$ cat config.mk
export PLATFORM = sky130hd
export DESIGN_NAME = gpr_bank
export DESIGN_NICKNAME = d
export VERILOG_FILES = /design/src/rtl/gpr_pkg.sv /design/src/rtl/gpr_wr_decode.sv /design/src/rtl/gpr_cell.sv /design/src/rtl/gpr_read_port.sv /design/src/rtl/gpr_bank.sv
export SDC_FILE = /design/constraint.sdc
export NUM_CORES = 2
export LEC_CHECK = 0
export ABC_AREA = 0
export CORE_ASPECT_RATIO = 1.25
export CORE_UTILIZATION = 60
export DETAILED_ROUTE_END_ITERATION = 10
export PLACE_DENSITY = 0.88
export SYNTH_ARGS = -nofsm -noshare
export SYNTH_HDL_FRONTEND = slang
export SYNTH_SLANG_ARGS = --single-unit
export TNS_END_PERCENT = 30
$ cat constraint.sdc
create_clock -name clk -period 2.77 [get_ports clk]
set_input_delay 0.277 -clock clk [delete_from_list [all_inputs] [get_ports clk]]
set_output_delay 0.277 -clock clk [all_outputs]
set_load 0.02 [all_outputs]
$ cat src/rtl/gpr_pkg.sv
package gpr_pkg;
  localparam int GPR_DATA_W = 32;
  localparam int GPR_ADDR_W = 5;
  localparam int GPR_NUM_TAPS = 8;

  // Register number observed by tap k: 1, 2, then 5 through 10.
  function automatic int tap_reg(input int k);
    return (k < 2) ? k + 1 : k + 3;
  endfunction
endpackage

$ cat src/rtl/gpr_wr_decode.sv
module gpr_wr_decode #(
  parameter int ADDR_W = 5,
  localparam int DEPTH = 1 << ADDR_W
) (
  input  logic              we,
  input  logic [ADDR_W-1:0] addr,
  output logic [DEPTH-1:1]  strobe
);
  always_comb begin
    for (int i = 1; i < DEPTH; i++) begin
      strobe[i] = we && (addr == ADDR_W'(i));
    end
  end
endmodule

$ cat src/rtl/gpr_cell.sv
module gpr_cell #(
  parameter int DATA_W = 32
) (
  input  logic              clk,
  input  logic              rst,
  input  logic              we,
  input  logic [DATA_W-1:0] d,
  output logic [DATA_W-1:0] q
);
  always_ff @(posedge clk) begin
    if (rst) begin
      q <= '0;
    end else if (we) begin
      q <= d;
    end
  end
endmodule

$ cat src/rtl/gpr_read_port.sv
module gpr_read_port #(
  parameter int DATA_W = 32,
  parameter int ADDR_W = 5,
  localparam int DEPTH = 1 << ADDR_W
) (
  input  logic [DEPTH-1:0][DATA_W-1:0] regs,
  input  logic [ADDR_W-1:0]            addr,
  output logic [DATA_W-1:0]            data
);
  assign data = regs[addr];
endmodule

$ cat src/rtl/gpr_bank.sv
module gpr_bank
  import gpr_pkg::*;
#(
  parameter int DATA_W = GPR_DATA_W,
  parameter int ADDR_W = GPR_ADDR_W
) (
  input  logic              clk,
  input  logic              rst,
  input  logic [ADDR_W-1:0] rd_addr_a,
  output logic [DATA_W-1:0] rd_data_a,
  input  logic [ADDR_W-1:0] rd_addr_b,
  output logic [DATA_W-1:0] rd_data_b,
  input  logic              wr_en,
  input  logic [ADDR_W-1:0] wr_addr,
  input  logic [DATA_W-1:0] wr_data,
  output logic [DATA_W-1:0] tap_x1,
  output logic [DATA_W-1:0] tap_x2,
  output logic [DATA_W-1:0] tap_x5,
  output logic [DATA_W-1:0] tap_x6,
  output logic [DATA_W-1:0] tap_x7,
  output logic [DATA_W-1:0] tap_x8,
  output logic [DATA_W-1:0] tap_x9,
  output logic [DATA_W-1:0] tap_x10
);
  localparam int DEPTH = 1 << ADDR_W;

  logic [DEPTH-1:0][DATA_W-1:0] regs_q;
  logic [DEPTH-1:1]             wr_strobe;
  logic [GPR_NUM_TAPS-1:0][DATA_W-1:0] taps;

  gpr_wr_decode #(.ADDR_W(ADDR_W)) u_dec (
    .we    (wr_en),
    .addr  (wr_addr),
    .strobe(wr_strobe)
  );

  // R3 single target; R5 nothing selected when register 0 is addressed
  a_r3_single_strobe: assert property (@(posedge clk) disable iff (rst)
    (wr_en && wr_addr != '0) |-> ($countones(wr_strobe) == 1));
  a_r5_x0_no_strobe: assert property (@(posedge clk) disable iff (rst)
    (wr_addr == '0) |-> (wr_strobe == '0));

  for (genvar i = 0; i < DEPTH; i++) begin : g_reg
    if (i == 0) begin : g_zero
      assign regs_q[i] = '0;
    end else begin : g_store
      gpr_cell #(.DATA_W(DATA_W)) u_cell (
        .clk(clk),
        .rst(rst),
        .we (wr_strobe[i]),
        .d  (wr_data),
        .q  (regs_q[i])
      );
    end
  end

  // R3 the word lands in the addressed register; R4 bank holds with strobe low
  a_r3_write_lands: assert property (@(posedge clk) disable iff (rst)
    (wr_en && wr_addr != '0) |=> (regs_q[$past(wr_addr)] == $past(wr_data)));
  a_r4_hold_idle: assert property (@(posedge clk) disable iff (rst)
    !wr_en |=> $stable(regs_q));

  gpr_read_port #(.DATA_W(DATA_W), .ADDR_W(ADDR_W)) u_rd_a (
    .regs(regs_q), .addr(rd_addr_a), .data(rd_data_a)
  );
  gpr_read_port #(.DATA_W(DATA_W), .ADDR_W(ADDR_W)) u_rd_b (
    .regs(regs_q), .addr(rd_addr_b), .data(rd_data_b)
  );

  // R2 the two ports agree on a shared address; R5 register 0 reads zero
  a_r2_ports_agree: assert property (@(posedge clk) disable iff (rst)
    (rd_addr_a == rd_addr_b) |-> (rd_data_a == rd_data_b));
  a_r5_zero_a: assert property (@(posedge clk) disable iff (rst)
    (rd_addr_a == '0) |-> (rd_data_a == '0));
  a_r5_zero_b: assert property (@(posedge clk) disable iff (rst)
    (rd_addr_b == '0) |-> (rd_data_b == '0));

  for (genvar k = 0; k < GPR_NUM_TAPS; k++) begin : g_tap
    assign taps[k] = regs_q[tap_reg(k)];
    // R6 each tap matches read port A aimed at the same register
    a_r6_tap_vs_port: assert property (@(posedge clk) disable iff (rst)
      (rd_addr_a == ADDR_W'(tap_reg(k))) |-> (rd_data_a == taps[k]));
  end

  assign tap_x1  = taps[0];
  assign tap_x2  = taps[1];
  assign tap_x5  = taps[2];
  assign tap_x6  = taps[3];
  assign tap_x7  = taps[4];
  assign tap_x8  = taps[5];
  assign tap_x9  = taps[6];
  assign tap_x10 = taps[7];
endmodule

# Word-level counts from Yosys, hierarchy flattened
# Index checks and enable logic that the tools add are counted.
# op_classes
reduce_logical	31
n_eq_ne	31
n_lt_le_gt_ge	2
n_mux	4
# ops
cell	count
32-bit binary-select mux with 5-bit select	2
5-bit equality test, second input constant	16
32-bit 2-to-1 mux	2
5-bit by 4-bit equality test with 1-bit output, second input constant	8
1-bit logical AND	31
5-bit by 3-bit equality test with 1-bit output, second input constant	4
5-bit by 6-bit less-than comparator with 1-bit output, second input constant	2
5-bit by 2-bit equality test with 1-bit output, second input constant	2
5-bit by 1-bit equality test with 1-bit output, second input constant	1
# totals
in_bits	50
wordCells	99
out_inout_bits	320
register_bits	992

# Longest topological paths before layout
# depth
word_depth	2
ltp_mapped	9
ltp_nobuf	5

# Cells and area by module
# Synthesis repeated with hierarchy kept, for this count alone.
# hier_totals
hier_cells	5556
area_unflattened_um2	54076.9
# modules_own_cells
mod	instances	area_per_inst_um2	cells_each	seq_area_each_um2
gpr_cell	31	1163.6	103	640.6
gpr_read_port	2	8887.3	1158	0.0
gpr_wr_decode	1	226.5	46	0.0
gpr_bank	1	3.8	1	0.0

# Least setup slack after synthesis
# No wires, ideal clock.
# synth_path
kind	input-to-output
startpoint	input port rd_addr_a[1]
endpoint	output port rd_data_a[10]
cell_stages	7
arrival_time_ps	1755
required_time_ps	2493
slack_ps	738
n_path_buf	2
path_cell_list	buf_2 clkbuf_1 mux2_2 a221oi_1 nor3_1 a31oi_1 nand3_1
# synth_via
elab_chain_cells	2
# synth_lines
element	line_no	rtl
start: declaration	gpr_bank.sv:9	input logic [ADDR_W-1:0] rd_addr_a,
32-bit binary-select mux with 5-bit select	gpr_read_port.sv:10	assign data = regs[addr];
32-bit 2-to-1 mux (not written as such)	gpr_read_port.sv:10	
end: declaration	gpr_bank.sv:10	output logic [DATA_W-1:0] rd_data_a,
# No other way between the ends. The select of a mux whose other input is x is not followed.

# Final worst setup path
# layout_path
startpoint	register g_reg[7].g_store.u_cell.q[18]
endpoint	output port rd_data_b[18]
# layout_via
elab_chain_cells	2
# layout_lines
element	line_no	rtl
start: declaration	gpr_cell.sv:8	output logic [DATA_W-1:0] q
start signal: assignment	gpr_cell.sv:12	q <= '0;
start signal: assignment	gpr_cell.sv:14	q <= d;
32-bit binary-select mux with 5-bit select	gpr_read_port.sv:10	
32-bit 2-to-1 mux (not written as such)	gpr_read_port.sv:10	
end: declaration	gpr_bank.sv:12	output logic [DATA_W-1:0] rd_data_b,
# No other way between the ends. The select of a mux whose other input is x is not followed.

==> results.md <==
* Run status: complete, but fails checks
* Violated checks: negative setup slack
* Top fanout value on the critical path at 4
* Unrepaired setup endpoints after global routing: yes
* WHS Endpoint: g_reg[10].g_store.u_cell.q[15]$_SDFFE_PP0P_
* Cell type contributing the most total cell area after synthesis: sky130_fd_sc_hd__dfxtp_1
* Final worst setup slack at -114 ps
* Number of CTS-inserted buffers at 93
* Synthesized Nets at 6630
* Post-placement cell area at 57600 µm²
* Critical Path Source Type: flip-flop
* Dpl cells at 7770
* Share of synthesized area occupied by flip-flops and latches at 0.388
* Final setup violation count at 18
* Power Total at 32.1 mW
* Y dimension of the die at 329 µm
* DRC Markers at 0
* Initial Utilization at 0.607
* H-tree depth at 3
* Overall die width at 263 µm
* Number of antenna violations at the first check in global routing at 4
* Compound-Gate Fraction of Synth Area at 0.166
* Final estimated routing congestion in global placement at 0.982
* Max-slew headroom at 0.508
* Synthesis-to-finish area growth at 19.9%
* Registers with the most flip-flops: g.g_store.u_cell.q: 992 flops
* Hold crit path type: in -> reg
* Average cell area after synthesis at 7.79 µm²
* Pre-CTS setup slack at -221 ps
* Core ar. at 84400 µm²
* Synthesized-area fraction occupied by and/or/nand/nor cells at 0.200
* Adder-cell area share of the yosys netlist at 0
* Setup_tns at -620 ps
* Total I/O pin count at 370
* Filler Cells Inserted at 5685
* Kind of capture point of the worst setup path: primary output
* Top reg by flops: g.g_store.u_cell.q
* Max Transition Viols Final at 0
* Maximum buffer depth of the clock tree at 3
* Layout cells sized above 1 at 0.137
* Critical register-to-register path endpoint: g_reg[2].g_store.u_cell.q[19]$_SDFFE_PP0P_
* Largest family of logic cells by synthesized area: simple AND/OR/NAND/NOR gates
* Final Skew at 0 ps
* Total overflow reported by the global router at 0
* Number of buffers added on ports at 369
* Per-cell via count in the routed design at 6.89
* Cell chain of the critical path: mux4_2 > nor2b_1 > nor3_1 > a31oi_2 > nand3_2 > buf_4
* Max Cap Viol at 0
* Required time of the worst setup path at 2490 ps
* Origin of the worst min-delay path: rst
* Flip-flop count of the largest register after layout at 992
* Crit path kind: reg -> out
* Arr. time, crit path at 2610 ps
* Reg2Reg Launch Point: g_reg[2].g_store.u_cell.q[19]$_SDFFE_PP0P_
* Cell types occupying the most area after synthesis: sky130_fd_sc_hd__dfxtp_1, sky130_fd_sc_hd__nand2_1, sky130_fd_sc_hd__mux2i_1, sky130_fd_sc_hd__a21oi_1, sky130_fd_sc_hd__a22oi_1
* Post-detailed-route count of antenna-violating nets at 0
* Clock-pin slew on the worst setup and hold paths at 60 ps
* Largest net degree at the start of global routing at 125
* Root Buffer Master: sky130_fd_sc_hd__clkbuf_16
* Top flip-flop cell by instance count after synthesis: sky130_fd_sc_hd__dfxtp_1
* Site row count at 119
* Total die area at 86600 µm²
* CTS tree: yes
* Global routing usage summed across all routing layers at 0.458
* Number of distinct library cell variants in the gate-level netlist after synthesis at 30
* EDFF count, synth at 0
* Initial DRC Count at 9239
* Number of vias in the routed layout at 54700
* Count of hold buffers inserted by post-cts repair at 0
* Share of synthesized flip-flops with an asynchronous set or reset at 0
* R2R depth at 2
* Final hold violation count at 0
* Multi-input gate area at 29500 µm²
* Non-Filler Cell Area, Final at 61500 µm²
* Xor and xnor fraction of the mapped netlist area at 0
* Worst-Skew Late Latency at 680 ps
* HPWL after detailed placement at 131000 µm
* Total of warnings raised by yosys at 0
* Via count of the first global-routing pass at 52900
* Num Clock Sinks at 992
* Mapped Area at 51200 µm²
* Transition time at the pin with the least slew margin at 737 ps
* Reg2Reg Setup Slack at 1550 ps
* Post-route fraction of the period consumed by the critical path at 1.04
* Flops & latches, synth at 992
* Synth top area share at 0.388
* Crit path max-delay cell type: sky130_fd_sc_hd__mux4_2
* Max VDD drop at 0.490 mV
* Largest stage delay, worst path at 500 ps
* Fin nets at 6827
* Cells after synthesis at 6580
* Final non-filler cell total at 7943
* Power density over the cells at 522 nW/µm²
* Upper clock frequency limit at 347 MHz
* Routed wire length at 209000 µm
* Routed wire length per instance at 26.3 µm
* Detailed-routing iteration count for the pre-antenna-repair pass at 10
* LEAKAGE at 22.4 nW
* Min Tclk post-route at 2880 ps
* Multiplexer share of the synthesized area at 0.192
* Reg area at 19900 µm²
* Wire length of the first global-routing pass at 308000 µm
* Hold-critical path depth at 2
-- logic make-up (layout without fill, tap and decap cells) --
group           after synthesis  after routing
buf+inv                     652            925
simple gates               2536           2536
mux                         896            896
compound gates             1504           1504
flops                       992            992
other cells                   0              1
-- worst max-delay path by stage --
stage / startpoint / to / slack (ps) / cells after the start
finish: g_reg[7].g_store.u_cell.q[18]$_SDFFE_PP0P_ / rd_data_b[18] / -110 / 6
global route: g_reg[7].g_store.u_cell.q[15]$_SDFFE_PP0P_ / rd_data_a[15] / -80 / 8
CTS: g_reg[7].g_store.u_cell.q[17]$_SDFFE_PP0P_ / rd_data_a[17] / -100 / 7
detailed placement: rd_addr_a[0] / rd_data_a[1] / -220 / 7
global placement: rd_addr_a[0] / rd_data_a[30] / -220 / 8
floorplan: rd_addr_a[1] / rd_data_a[10] / 740 / 7
-- placed cells by master, fill, tap and decap left out, drive strengths merged --
cell type	n
a21oi	1120
a221oi	64
a22oi	256
a31oi	64
and2	4
buf	444
bufinv	9
clkbuf	139
clkdlybuf4s15	3
clkdlybuf4s50	298
clkinv	19
clkinvlp	6
dfxtp	992
diode	1
inv	7
mux2	64
mux2i	768
mux4	64
nand2	2148
nand2b	7
nand3	192
nand4	1
nor2	21
nor2b	74
nor3	76
nor4	8
or2	5
-- Yosys cell counts (2+ instances only) --
master	number
sky130_fd_sc_hd__or2_2	4
sky130_fd_sc_hd__nor2_1	11
sky130_fd_sc_hd__a221oi_1	64
sky130_fd_sc_hd__nand2b_1	5
sky130_fd_sc_hd__nand2b_4	2
sky130_fd_sc_hd__nand3_1	192
sky130_fd_sc_hd__nor2_2	10
sky130_fd_sc_hd__mux2_2	64
sky130_fd_sc_hd__mux2i_1	768
sky130_fd_sc_hd__a31oi_1	64
sky130_fd_sc_hd__nand2_1	2147
sky130_fd_sc_hd__and2_1	3
sky130_fd_sc_hd__buf_2	174
sky130_fd_sc_hd__nor3_2	10
sky130_fd_sc_hd__mux4_2	64
sky130_fd_sc_hd__buf_4	29
sky130_fd_sc_hd__nor3_1	65
sky130_fd_sc_hd__nor4_2	8
sky130_fd_sc_hd__a22oi_1	256
sky130_fd_sc_hd__clkbuf_1	443
sky130_fd_sc_hd__a21oi_1	1120
sky130_fd_sc_hd__nor2b_1	74
sky130_fd_sc_hd__buf_1	5
sky130_fd_sc_hd__dfxtp_1	992
-- metrics by stage --
| stage | hold WS (ps) | utilization |
|---|---|---|
| after global placement | 451 | 0.682 |
| final | 79.0 | 0.728 |
| after global routing | 89.2 | 0.728 |
| after floorplan | 413 | - |
| after CTS | 68.2 | 0.722 |
| after detailed placement | 459 | 0.682 |
-- power by group --
group	internal, mW	switching [mW]	total (mW)
clock network	7.64	5.96	13.6
registers	14.4	0.110	14.5
logic	1.38	2.65	4.03
-- area by class of cell --
| class | count | share of cell area |
|---|---|---|
| multi-input cells | 4936 | 0.480 |
| repair buffers | 754 | 0.122 |
| diodes | 1 | 0.0000407 |
| flip-flops and latches | 992 | 0.324 |
| clock inverters | 41 | 0.00774 |
| clock buffers | 130 | 0.0438 |
| well taps | 1089 | 0.0222 |
-- worst max-delay path: cells and delay by family (launching register included) --
| family | cells | cell delay [ps] |
|---|---|---|
| and+or+nand+nor | 3 | 530 |
| muxes | 1 | 500 |
| DFF | 1 | 380 |
| AOI/OAI and AO/OA | 1 | 290 |
| buffers and inverters | 1 | 220 |
-- timing repair --
| item | 4_1_cts | 5_1_grt |
|---|---|---|
| setup endpoints to repair | 48 | 62 |
| gates cloned | 0 | 0 |
| setup buffers | 0 | 1 |
| gates resized for setup | 152 | 155 |
| pin swaps | 2 | 5 |
-- per-layer routing --
metal,GRT usage,up-vias,part of all wire
met2,0.686,5134,0.42
met4,0.346,4,0.088
li1,-,23000,-
met3,0.147,1431,0.16
met5,0,-,0.00014
met1,0.549,25200,0.33
Power figures use the tool's default switching activity.
